<file path="config.mk">
export PLATFORM = sky130hd
export DESIGN_NAME = dram_burst_seq
export DESIGN_NICKNAME = d
export VERILOG_FILES = /design/src/rtl/dram_seq_pkg.sv /design/src/rtl/dram_seq_cfg.sv /design/src/rtl/dram_seq_ctrl.sv /design/src/rtl/dram_seq_dp.sv /design/src/rtl/dram_burst_seq.sv
export SDC_FILE = /design/constraint.sdc
export NUM_CORES = 1
export LEC_CHECK = 0
export BUFFER_PORTS_ARGS = -buffer_cell sky130_fd_sc_hd__buf_4
export CAP_MARGIN = 10
export CORE_ASPECT_RATIO = 1.5
export CORE_UTILIZATION = 45
export CTS_BUF_LIST = sky130_fd_sc_hd__clkbuf_4 sky130_fd_sc_hd__clkbuf_8
export CTS_CLUSTER_SIZE = 10
export DETAILED_ROUTE_END_ITERATION = 12
export PLACE_DENSITY = 0.72
export SLEW_MARGIN = 15
export SYNTH_ARGS = -nofsm -noshare
export SYNTH_HDL_FRONTEND = slang
export SYNTH_SLANG_ARGS = --single-unit
</file>
<file path="constraint.sdc">
create_clock -name clk -period 2.9 [get_ports clk]
set_input_delay 0.435 -clock clk [delete_from_list [all_inputs] [get_ports clk]]
set_output_delay 0.435 -clock clk [all_outputs]
set_load 0.05 [all_outputs]
</file>
<file path="src/rtl/dram_seq_pkg.sv">
package dram_seq_pkg;

  typedef enum logic [2:0] {
    ST_IDLE,
    ST_PRE,
    ST_RWAIT,
    ST_RAS,
    ST_CWAIT,
    ST_CASLO,
    ST_CASHI
  } seqState_t;

  // strobes from control to address datapath
  typedef struct packed {
    logic capture;   // load row / start column, clear beat offset
    logic beatAdv;   // step to the next column
    logic colSel;    // present column instead of row
  } seqStrobe_t;

endpackage

</file>
<file path="src/rtl/dram_seq_cfg.sv">
module dram_seq_cfg #(
  parameter logic [7:0] CFG_OFFSET = 8'h58
) (
  input  logic       clk,
  input  logic       rstN,
  input  logic [7:0] cfgAddr,
  input  logic       cfgWrEn,
  input  logic [7:0] cfgWrData,
  output logic [7:0] cfgRdData,
  output logic       rasWait,
  output logic       casWait
);

  logic [1:0] waitBits;
  logic       hitAddr;
  logic       unusedHi;

  assign hitAddr  = (cfgAddr == CFG_OFFSET);
  assign unusedHi = ^cfgWrData[7:2];

  always_ff @(posedge clk or negedge rstN) begin
    if (!rstN)                  waitBits <= 2'b00;
    else if (cfgWrEn && hitAddr) waitBits <= cfgWrData[1:0];
  end

  assign cfgRdData = hitAddr ? {6'b0, waitBits} : 8'h00;
  assign rasWait   = waitBits[1];
  assign casWait   = waitBits[0];

  AST_CFG_LOAD: assert property (@(posedge clk) disable iff (!rstN)
    (cfgWrEn && hitAddr) |=> (rasWait == $past(cfgWrData[1]) && casWait == $past(cfgWrData[0])));
  AST_CFG_HOLD: assert property (@(posedge clk) disable iff (!rstN)
    !(cfgWrEn && hitAddr) |=> $stable({rasWait, casWait}));

endmodule

</file>
<file path="src/rtl/dram_seq_ctrl.sv">
module dram_seq_ctrl
  import dram_seq_pkg::*;
#(
  parameter int PRE_CLKS = 2
) (
  input  logic       clk,
  input  logic       rstN,
  input  logic       reqValid,
  input  logic       reqPageHit,
  input  logic       openPolicy,
  input  logic       rasWait,
  input  logic       casWait,
  input  logic       lastBeat,
  output logic       reqReady,
  output logic       done,
  output logic       rasN,
  output logic       casN,
  output seqStrobe_t strobe
);

  localparam int PRE_W = (PRE_CLKS > 1) ? $clog2(PRE_CLKS) : 1;

  seqState_t  state, nextState;
  logic [PRE_W-1:0] preCnt;
  logic       waitRasQ, waitCasQ, keepOpenQ, rasOpen;
  logic       accept, pageHitNow, preDone;

  assign accept     = reqValid && (state == ST_IDLE);
  assign pageHitNow = openPolicy && rasOpen && reqPageHit;
  assign preDone    = (preCnt == PRE_W'(PRE_CLKS - 1));

  always_comb begin
    nextState = state;
    unique case (state)
      ST_IDLE:  if (accept) nextState = pageHitNow ? (casWait ? ST_CWAIT : ST_CASLO) : ST_PRE;
      ST_PRE:   if (preDone) nextState = waitRasQ ? ST_RWAIT : ST_RAS;
      ST_RWAIT: nextState = ST_RAS;
      ST_RAS:   nextState = waitCasQ ? ST_CWAIT : ST_CASLO;
      ST_CWAIT: nextState = ST_CASLO;
      ST_CASLO: nextState = ST_CASHI;
      ST_CASHI: nextState = lastBeat ? ST_IDLE : ST_CASLO;
      default:  nextState = ST_IDLE;
    endcase
  end

  always_ff @(posedge clk or negedge rstN) begin
    if (!rstN) begin
      state     <= ST_IDLE;
      preCnt    <= '0;
      waitRasQ  <= 1'b0;
      waitCasQ  <= 1'b0;
      keepOpenQ <= 1'b0;
      rasOpen   <= 1'b0;
    end else begin
      state  <= nextState;
      preCnt <= (state == ST_PRE) ? preCnt + PRE_W'(1) : '0;
      if (accept) begin
        waitRasQ  <= rasWait;
        waitCasQ  <= casWait;
        keepOpenQ <= openPolicy;
        if (!pageHitNow) rasOpen <= 1'b0;
      end
      if (state == ST_RAS) rasOpen <= 1'b1;
      if (state == ST_CASHI && lastBeat) rasOpen <= keepOpenQ;
    end
  end

  assign reqReady = (state == ST_IDLE);
  assign done     = (state == ST_CASHI) && lastBeat;
  assign casN     = (state != ST_CASLO);
  assign rasN     = !((state inside {ST_RAS, ST_CWAIT, ST_CASLO, ST_CASHI}) ||
                      (state == ST_IDLE && rasOpen));

  assign strobe.capture = accept;
  assign strobe.beatAdv = (state == ST_CASHI) && !lastBeat;
  assign strobe.colSel  = state inside {ST_CWAIT, ST_CASLO, ST_CASHI};

  AST_CAS_UNDER_RAS: assert property (@(posedge clk) disable iff (!rstN)
    !casN |-> !rasN);
  AST_CAS_ONE_LOW: assert property (@(posedge clk) disable iff (!rstN)
    !casN |=> casN);
  AST_COL_AT_CAS: assert property (@(posedge clk) disable iff (!rstN)
    !casN |-> strobe.colSel);
  AST_ROW_AT_RAS: assert property (@(posedge clk) disable iff (!rstN)
    $fell(rasN) |-> !strobe.colSel);
  AST_DONE_THEN_IDLE: assert property (@(posedge clk) disable iff (!rstN)
    done |=> reqReady);
  AST_BUSY_AFTER_ACCEPT: assert property (@(posedge clk) disable iff (!rstN)
    (reqValid && reqReady) |=> !reqReady);

endmodule

</file>
<file path="src/rtl/dram_seq_dp.sv">
module dram_seq_dp
  import dram_seq_pkg::*;
#(
  parameter int ROW_W = 12,
  parameter int COL_W = 10,
  parameter int BEATS = 4,
  parameter int MA_W  = 12
) (
  input  logic             clk,
  input  logic             rstN,
  input  seqStrobe_t       strobe,
  input  logic [ROW_W-1:0] reqRow,
  input  logic [COL_W-1:0] reqCol,
  output logic             lastBeat,
  output logic [MA_W-1:0]  maOut
);

  localparam int BEAT_W = (BEATS > 1) ? $clog2(BEATS) : 1;

  logic [ROW_W-1:0]  rowQ;
  logic [COL_W-1:0]  colBaseQ, colAddr;
  logic [BEAT_W-1:0] beatOff;

  always_ff @(posedge clk or negedge rstN) begin
    if (!rstN) begin
      rowQ     <= '0;
      colBaseQ <= '0;
      beatOff  <= '0;
    end else if (strobe.capture) begin
      rowQ     <= reqRow;
      colBaseQ <= reqCol;
      beatOff  <= '0;
    end else if (strobe.beatAdv) begin
      beatOff  <= beatOff + BEAT_W'(1);
    end
  end

  assign colAddr  = colBaseQ + COL_W'(beatOff);
  assign lastBeat = (beatOff == BEAT_W'(BEATS - 1));
  assign maOut    = strobe.colSel ? MA_W'(colAddr) : MA_W'(rowQ);

  AST_BEAT_STEP: assert property (@(posedge clk) disable iff (!rstN)
    (strobe.beatAdv && !strobe.capture) |=> (beatOff == $past(beatOff) + BEAT_W'(1)));

endmodule

</file>
<file path="src/rtl/dram_burst_seq.sv">
module dram_burst_seq
  import dram_seq_pkg::*;
#(
  parameter int         ROW_W      = 12,
  parameter int         COL_W      = 10,
  parameter int         BEATS      = 4,
  parameter int         PRE_CLKS   = 2,
  parameter logic [7:0] CFG_OFFSET = 8'h58
) (
  input  logic                                       clk,
  input  logic                                       rstN,
  input  logic [7:0]                                 cfgAddr,
  input  logic                                       cfgWrEn,
  input  logic [7:0]                                 cfgWrData,
  output logic [7:0]                                 cfgRdData,
  input  logic                                       openPolicy,
  input  logic                                       reqValid,
  input  logic                                       reqPageHit,
  input  logic [ROW_W-1:0]                           reqRow,
  input  logic [COL_W-1:0]                           reqCol,
  output logic                                       reqReady,
  output logic                                       done,
  output logic                                       rasN,
  output logic                                       casN,
  output logic                                       maSel,
  output logic [((ROW_W > COL_W) ? ROW_W : COL_W)-1:0] maOut
);

  localparam int MA_W = (ROW_W > COL_W) ? ROW_W : COL_W;

  logic       rasWait, casWait, lastBeat;
  seqStrobe_t strobe;

  dram_seq_cfg #(.CFG_OFFSET(CFG_OFFSET)) uCfg (
    .clk(clk), .rstN(rstN), .cfgAddr(cfgAddr), .cfgWrEn(cfgWrEn),
    .cfgWrData(cfgWrData), .cfgRdData(cfgRdData),
    .rasWait(rasWait), .casWait(casWait)
  );

  dram_seq_ctrl #(.PRE_CLKS(PRE_CLKS)) uCtrl (
    .clk(clk), .rstN(rstN), .reqValid(reqValid), .reqPageHit(reqPageHit),
    .openPolicy(openPolicy), .rasWait(rasWait), .casWait(casWait),
    .lastBeat(lastBeat), .reqReady(reqReady), .done(done),
    .rasN(rasN), .casN(casN), .strobe(strobe)
  );

  dram_seq_dp #(.ROW_W(ROW_W), .COL_W(COL_W), .BEATS(BEATS), .MA_W(MA_W)) uDp (
    .clk(clk), .rstN(rstN), .strobe(strobe), .reqRow(reqRow), .reqCol(reqCol),
    .lastBeat(lastBeat), .maOut(maOut)
  );

  assign maSel = strobe.colSel;

endmodule

</file>
==> results of run 1 <==
-- flip-flops by register name, indices dropped and copies added, names as in the netlist --
| name | flops |
|---|---|
| uCfg.waitBits | 2 |
| uCtrl.keepOpenQ | 1 |
| uCtrl.preCnt | 1 |
| uCtrl.rasOpen | 1 |
| uCtrl.state | 3 |
| uCtrl.waitCasQ | 1 |
| uCtrl.waitRasQ | 1 |
| uDp.beatOff | 2 |
| uDp.colBaseQ | 10 |
| uDp.rowQ | 12 |
-- Yosys cell counts, types with 5 or more instances --
cell type / count
dfrtp_1: 34
mux2_4: 20
nand2_1: 13
o21ai_0: 11
nor2_1: 10
nand3_1: 7
buf_4: 6
a31oi_1: 5
and2_1: 5
inv_1: 5
mux2_2: 5
-- power by group --
part	switching (mW)	leakage, nW	internal [mW]
Clock	0.175	0.0472	0.191
Sequential	0.224	0.416	0.684
Combinational	0.907	0.756	0.648
Total	1.31	1.22	1.52
-- routing by layer --
metal | global-route usage (%) | up-vias
met5 | 0 | -
met4 | 7.317 | 0
met3 | 4.829 | 7
met2 | 32.31 | 45
met1 | 23.96 | 718
li1 | - | 730
-- worst register-to-register path, stage by stage (launching register included) --
cell,delay [ps]
dfrtp_1,550
or4b_1,820
buf_4,350
mux2_4,340
-- cells in the final DEF, fill, tap and decap left out, types with 2 or more instances in the layout --
cell type / count
mux2i_1: 2
mux2_2: 5
nor2b_1: 3
inv_1: 5
ha_1: 3
buf_4: 57
o21ai_0: 11
conb_1: 6
nand3_1: 7
o31ai_1: 2
or4_1: 3
or3_1: 3
mux2_4: 20
nor2_1: 10
nand2_1: 13
xnor2_1: 2
and3_1: 4
a22oi_1: 2
nand2b_1: 2
nand4_1: 4
and2_1: 5
a21oi_1: 3
clkbuf_8: 6
a31oi_1: 5
dfrtp_1: 34
-- cell type report --
type / instances / share of cell area [%]
Clock inverter: 2 / 0.5112
Multi-Input combinational cell: 129 / 40.75
Timing Repair Buffer: 57 / 17.48
Sequential cell: 34 / 34.76
Inverter: 5 / 0.7669
Clock buffer: 6 / 3.374
Tap cell: 46 / 2.352
-- per-stage QoR --
| step | worst slack, ps | hold slack (ps) | power, mW | std cells |
|---|---|---|---|---|
| 2_1_floorplan | 182.4 | 139.4 | 2.096 | 182 |
| 3_3_place_gp | 653.9 | 408.0 | 2.429 | 271 |
| 3_5_place_dp | 626.2 | 410.8 | 2.465 | 271 |
| 4_1_cts | 299.3 | 97.74 | 2.844 | 279 |
| 5_1_grt | 157.6 | 120.3 | 3.006 | 279 |
| 6_report | 281.3 | 82.49 | 2.828 | 279 |
-- path summary, 6_finish.rpt --
kind	cells past startpoint	end	slack, ps	startpoint
min	1	uDp.rowQ[8]	80	rstN
min in group clk	2	uCfg.waitBits[0]	370	cfgWrData[0]
min reg2reg	1	uCtrl.preCnt	480	uCtrl.preCnt
max in group asynchronous	1	uDp.rowQ[5]	2510	rstN
max	6	maOut[6]	280	uDp.beatOff[0]
max reg2reg	3	uDp.rowQ[2]	730	uCtrl.state[1]
-- logic make-up after synthesis --
family / after synthesis / synth area share [%]
other: 1 / 0.1910
XOR/XNOR: 3 / 1.339
flip-flops: 34 / 43.34
AND/OR/NAND/NOR: 60 / 16.89
AO/OA/AOI/OAI: 29 / 9.305
multiplexers: 27 / 19.18
buffers and inverters: 19 / 6.819
adder cells (fa/ha/maj): 4 / 2.932
==> impl_metrics.py, run 1 <==
metrics = {
    "status": {
        "outcome": "complete, no violations",
    },
    "place": {
        "io_buffer_count": 56,
        "hpwlAfterDp_mm": 2.980,
        "place_area_mm2": 0.002352,
        "gp_congestion": 0.7723,
    },
    "global_routing": {
        "grt_pass1_wl_mm": 7.024,
        "grtUsageTotal_pct": 19.34,
        "grt_max_degree": 35,
        "grt_overflow": 0,
        "grt_pass1_vias": 1480,
        "grt_antenna_before_repair": 0,
    },
    "timing": {
        "min_period_ps": 2619,
        "skew_ps": 7.569,
        "max_slew_margin_pct": 64.15,
        "finalHoldViolations": 0,
        "rsz0062_at_grt": "no",
        "clock.fmax_mhz": 381.9,
        "tns_ps": 0,
        "finalMaxSlewViolations": 0,
        "setup_viol": 0,
        "worst_pin_slew_ps": 537.8,
        "fin_crit_sh_pct": 90.30,
    },
    "critical_path": {
        "arrival_ps": 2180,
        "crit_family": "simple AND/OR/NAND/NOR gates",
        "crit_buf_inv": 1,
        "critPathCaptureType": "output pin",
        "crit_type": "reg -> out",
        "critPathSlowestCell": "dfrtp_1",
        "cp_cell_sequence": "ha_1 -> fa_1 -> nand4_1 -> or3_1 -> a31oi_1 -> buf_4",
        "crit_required_ps": 2470,
        "crit_path_max_fanout": 4,
        "slowest_delay_ps": 410,
        "cp-start-kind": "flip-flop",
    },
    "clock_network": {
        "cts_tree": "built",
        "clock_path_buffers": 2,
        "cts_root_buffer": "clkbuf_8",
        "h-tree-depth": 2,
        "cts_resized": 0,
        "insertion_delay_ps": 290,
        "ctsHoldBuffers": 0,
        "cts_made_buffers": 5,
        "cts.sinks": 34,
        "cts.reportedPaths.clkPinSlew_ps": 70,
        "post_cts.repair.setup_buffers": 0,
    },
    "detailed_routing": {
        "drtIter0Drc": 29,
        "wire_per_inst_um": 14.89,
        "top_layer_used": "met4",
        "antenna_left": 0,
        "routed-wl-met2_mm": 2.139,
        "drc_errors": 0,
        "routed_via_density": 5.376,
        "wl_met3_um": 215,
        "dr.pass1.iters": 4,
        "routed_wl_mm": 4.154,
        "wl_met1_mm": 1.714,
        "route.vias.total": 1500,
    },
    "cells_and_area": {
        "finish.instance_area_mm2": 0.002447,
        "nets": 280,
        "seqCellArea_um2": 850.8,
        "multiInputGateArea_um2": 997.2,
        "final_layout_size_suffix_gt1_share_pct": 39.48,
        "syn_to_final_growth_pct": 24.67,
        "final_util_pct": 58.15,
        "antenna_cells": 0,
        "fill_cells": 382,
    },
    "synthesis": {
        "yosysSeqAreaShare_pct": 43.34,
        "synthCells": 177,
        "yosysWarnings": 0,
        "avgSynthCellArea_um2": 11.09,
        "ys_ff_latch": 34,
        "ys.flop_type": "dfrtp_1",
        "synth.distinct_cells": 42,
        "syn_area_mm2": 0.001963,
        "synth_edf_count": 0,
        "synth_top_area_share_pct": 43.34,
        "synth_area_leader_cell": "dfrtp_1",
        "synth_area_leaders": "dfrtp_1, mux2_4, mux2_2",
        "synth-async-reset-ratio_pct": 100.0,
    },
    "floorplan": {
        "placementRows": 29,
        "chipHeight_um": 82.90,
        "core_mm2": 0.004209,
        "ios": 69,
        "start_util_pct": 46.64,
        "die_x_um": 55.93,
        "die_area_mm2": 0.004636,
    },
    "run": {
        "cap_violations": 0,
    },
    "pwr": {
        "leakagePower_nw": 1.219,
        "cellPowerDensity_mw_per_mm2": 1156,
        "vdd_drop_max_mv": 0.7117,
    },
    "hold_path": {
        "min_path_type": "in -> async",
    },
}
Power figures use the tool's default switching activity.
==> run 2, diff against run 1 <==
--- a/constraint.sdc
+++ b/constraint.sdc
@@ -3,2 +3,2 @@
 set_output_delay 0.435 -clock clk [all_outputs]
-set_load 0.05 [all_outputs]
+set_load 0.005 [all_outputs]
==> impl_metrics.py, run 2 (same netlist as run 1, synthesis figures left out) <==
metrics = {
    "timing": {
        "worst_pin_slew_ps": 517.0,
        "holdWs_ps": 85.62,
        "rsz0062_at_grt": "no",
        "min_period_ps": 2491,
        "max_slew_margin_pct": 65.53,
        "tns_ps": 0,
        "setup_viol": 0,
        "finalHoldViolations": 0,
        "finalMaxSlewViolations": 0,
        "fin_crit_sh_pct": 85.89,
        "skew_ps": 7.770,
        "clock.fmax_mhz": 401.5,
    },
    "critical_path": {
        "arrival_ps": 2060,
        "crit_type": "reg -> out",
        "crit_path_max_fanout": 8,
        "critPathCaptureType": "output pin",
        "cp-start-kind": "flip-flop",
        "crit_required_ps": 2470,
    },
    "place": {
        "gp_congestion": 0.7742,
        "hpwlAfterDp_mm": 2.866,
        "io_buffer_count": 56,
    },
    "floorplan": {
        "die_area_mm2": 0.004636,
        "chipHeight_um": 82.90,
        "core_mm2": 0.004209,
        "placementRows": 29,
        "ios": 69,
        "start_util_pct": 46.64,
        "die_x_um": 55.93,
    },
    "clock_network": {
        "cts_made_buffers": 5,
        "cts.reportedPaths.clkPinSlew_ps": 70,
        "insertion_delay_ps": 290,
        "clock_path_buffers": 2,
        "h-tree-depth": 2,
        "ctsHoldBuffers": 0,
        "post_cts.repair.setup_buffers": 0,
        "cts_tree": "built",
        "cts.sinks": 34,
        "cts_root_buffer": "clkbuf_8",
        "cts_resized": 0,
    },
    "global_routing": {
        "grt_overflow": 0,
        "grt_max_degree": 35,
        "grtUsageTotal_pct": 19.16,
        "grt_pass1_vias": 1518,
        "grt_pass1_wl_mm": 6.955,
        "grt_antenna_before_repair": 0,
    },
    "cells_and_area": {
        "syn_to_final_growth_pct": 26.83,
        "nets": 280,
        "fill_cells": 386,
        "antenna_cells": 0,
        "largest_reg_flops": 12,
        "reg_top3": "uDp.rowQ (12), uDp.colBaseQ (10), uCtrl.state (3)",
        "final_common_cell": "buf_4",
        "final_cell_mix": "buf_4, dfrtp_1, mux2_4",
        "seqCellArea_um2": 850.8,
        "top_register": "uDp.rowQ",
        "final_layout_size_suffix_gt1_share_pct": 39.48,
        "multiInputGateArea_um2": 997.2,
    },
    "run": {
        "cap_violations": 0,
    },
    "detailed_routing": {
        "route.vias.total": 1521,
        "routed_wl_mm": 3.965,
        "drtIter0Drc": 19,
        "dr.pass1.iters": 4,
        "wire_per_inst_um": 14.21,
        "routed_via_density": 5.452,
        "drc_errors": 0,
        "antenna_left": 0,
    },
    "pwr": {
        "leakagePower_nw": 1.241,
        "vdd_drop_max_mv": 0.6547,
        "cellPowerDensity_mw_per_mm2": 994.2,
    },
    "hold_path": {
        "min_path_type": "in -> async",
    },
    "status": {
        "outcome": "complete, no violations",
    },
}
[run 2: cell count changes in the layout (fill, tap and decap cells not counted), sizes merged]
cell      before  now
bufinv         0    2
clkbuf         6    5
clkinvlp       1    0
[run 2: worst paths after layout]
path,start,to,slack (ps),cells past startpoint
setup / recovery,uDp.beatOff[1],maOut[7],410,5
hold / removal,rstN,uDp.rowQ[9],90,1
setup reg to reg,uCtrl.state[1],uDp.rowQ[5],770,3
hold reg to reg,uCtrl.preCnt,uCtrl.preCnt,490,1
max in group asynchronous,rstN,uDp.rowQ[5],2500,1
min in group clk,reqCol[0],uDp.colBaseQ[0],370,2
[run 2: layer usage]
layer	share of wire (%)	vias to the layer above	global-route usage, %
li1	-	733	-
met1	42	740	24.21
met2	52	44	31.54
met3	4.0	4	4.361
met4	1.2	0	7.761
met5	0	-	0
[run 2: layout make-up]
type,count,area share (%)
clock buffer,5,2.764
clock inverter,3,2.764
inverter,5,0.7538
multi-input combinational,129,40.05
sequential,34,34.17
tap,46,2.312
timing repair buffer,57,17.19
[run 2: critical path, stage by stage, from the launching register on]
cell and delay (ps):
dfrtp_1 440, ha_1 310, a21oi_1 160, or4_1 530
a31oi_1 190, buf_4 130
[run 2: per-stage QoR]
step	std cells	util [%]	setup WS, ps	instance area, um2	power [mW]
2_1_floorplan	182	-	960.3	1982	1.602
3_3_place_gp	271	55.89	743.1	2352	1.922
3_5_place_dp	271	55.89	720.6	2352	1.955
4_1_cts	279	59.16	391.5	2490	2.492
5_1_grt	279	59.16	241.6	2490	2.664
6_report	279	59.16	409.3	2490	2.476
[run 2: power by group]
group,switching [mW],total (mW),internal [mW]
clock,0.184,0.528,0.344
combinational,0.411,1.05,0.635
sequential,0.218,0.902,0.684
total,0.813,2.48,1.66
==> run 3, diff against run 2 <==
- REMOVE_ABC_BUFFERS: unset -> 1
==> impl_metrics.py, run 3 (same netlist as run 1, synthesis figures left out) <==
metrics = {
    "cells_and_area": {
        "largest_reg_flops": 12,
        "final_layout_size_suffix_gt1_share_pct": 39.48,
        "finish.instance_area_mm2": 0.002444,
        "multiInputGateArea_um2": 997.2,
        "antenna_cells": 0,
        "seqCellArea_um2": 850.8,
        "final_cell_mix": "buf_4, dfrtp_1, mux2_4",
        "fill_cells": 380,
        "syn_to_final_growth_pct": 24.47,
        "reg_top3": "uDp.rowQ (12), uDp.colBaseQ (10), uCtrl.state (3)",
        "final_common_cell": "buf_4",
        "nets": 281,
        "top_register": "uDp.rowQ",
    },
    "detailed_routing": {
        "wire_per_inst_um": 13.96,
        "antenna_left": 0,
        "route.vias.total": 1495,
        "dr.pass1.iters": 4,
        "drc_errors": 0,
        "routed_wl_mm": 3.895,
        "routed_via_density": 5.358,
        "drtIter0Drc": 35,
    },
    "clock_network": {
        "insertion_delay_ps": 280,
        "cts_tree": "built",
        "h-tree-depth": 2,
        "cts_resized": 0,
        "cts.sinks": 34,
        "clock_path_buffers": 2,
        "cts.reportedPaths.clkPinSlew_ps": 70,
        "cts_root_buffer": "clkbuf_8",
        "cts_made_buffers": 5,
        "ctsHoldBuffers": 0,
        "post_cts.repair.setup_buffers": 0,
    },
    "floorplan": {
        "start_util_pct": 46.64,
        "ios": 69,
        "chipHeight_um": 82.90,
        "placementRows": 29,
        "die_area_mm2": 0.004636,
        "die_x_um": 55.93,
        "core_mm2": 0.004209,
    },
    "timing": {
        "min_period_ps": 2452,
        "tns_ps": 0,
        "rsz0062_at_grt": "no",
        "clock.fmax_mhz": 407.8,
        "skew_ps": 9.521,
        "max_slew_margin_pct": 65.70,
        "worst_pin_slew_ps": 510.6,
        "holdWs_ps": 90.05,
        "finalHoldViolations": 0,
        "setup_viol": 0,
        "setup_ws_ps": 448.0,
        "finalMaxSlewViolations": 0,
        "fin_crit_sh_pct": 84.55,
    },
    "pwr": {
        "p_comb_share_pct": 45.6,
        "clockPowerShare_pct": 14.8,
        "cellPowerDensity_mw_per_mm2": 934.5,
        "power.internal_mw": 1.506,
        "vdd_drop_max_mv": 0.6087,
        "p_total_mw": 2.283,
        "switching_power_mw": 0.7773,
        "swShare_pct": 34.04,
        "seq_power_share_pct": 39.6,
        "leakagePower_nw": 1.222,
    },
    "critical_path": {
        "crit_type": "reg -> out",
        "cp-start-kind": "flip-flop",
        "regToRegSetupSlack_ps": 1070,
        "critPathCaptureType": "output pin",
        "crit_path_max_fanout": 8,
        "arrival_ps": 2020,
        "crit_required_ps": 2470,
    },
    "run": {
        "cap_violations": 0,
    },
    "global_routing": {
        "grt_overflow": 0,
        "grt_antenna_before_repair": 0,
        "grt_pass1_vias": 1425,
        "grt_max_degree": 35,
        "grtUsageTotal_pct": 18.31,
        "grt_pass1_wl_mm": 6.527,
    },
    "place": {
        "hpwlAfterDp_mm": 2.844,
        "gp_congestion": 0.7486,
        "place_area_mm2": 0.002360,
        "dp_slack_ps": 733.0,
        "io_buffer_count": 56,
    },
    "status": {
        "outcome": "complete, no violations",
    },
    "hold_path": {
        "min_path_type": "in -> async",
    },
}
[run 3: routing by layer]
metal / routed length, um / global-route usage, %
met5: 0 / 0
met4: 120 / 9.534
met3: 207 / 5.919
met2: 1955 / 28.04
met1: 1613 / 22.98
[run 3: layout make-up]
type	instances	area share [%]
Tap cell	46	2.355
Clock buffer	7	3.431
Sequential cell	34	34.82
Multi-Input combinational cell	129	40.81
Inverter	5	0.7681
Timing Repair Buffer	58	17.82
[run 3: per-stage QoR]
| step | std cells | util [%] |
|---|---|---|
| after floorplan | 168 | - |
| after global placement | 272 | 56.06 |
| after detailed placement | 272 | 56.06 |
| after CTS | 279 | 58.06 |
| after global routing | 279 | 58.06 |
| final | 279 | 58.06 |
[run 3: worst max-delay path: stages, from the launching register on]
cell and delay [ps]:
dfrtp_1 430, ha_1 300, a21oi_1 160, or4_1 530, a31oi_1 190, buf_4 130
[run 3: power groups by stage]
| stage | Clock [mW] | Sequential [mW] | Combinational [mW] |
|---|---|---|---|
| after floorplan | 0 | 0.844 | 0.700 |
| after global placement | 0 | 0.897 | 1.03 |
| after detailed placement | 0 | 0.901 | 1.05 |
| after CTS | 0.346 | 0.900 | 1.05 |
| after global routing | 0.373 | 0.942 | 1.15 |
| final | 0.338 | 0.904 | 1.04 |
[run 3: path summary, 6_finish.rpt]
| kind | end | cells after the start | startpoint |
|---|---|---|---|
| max | maOut[7] | 5 | uDp.beatOff[1] |
| min | uCtrl.preCnt | 1 | rstN |
| max reg2reg | uCtrl.rasOpen | 4 | uCtrl.state[2] |
| min reg2reg | uCtrl.preCnt | 1 | uCtrl.preCnt |
| max in group asynchronous | uCfg.waitBits[0] | 1 | rstN |
| min in group clk | uDp.rowQ[0] | 2 | reqRow[0] |
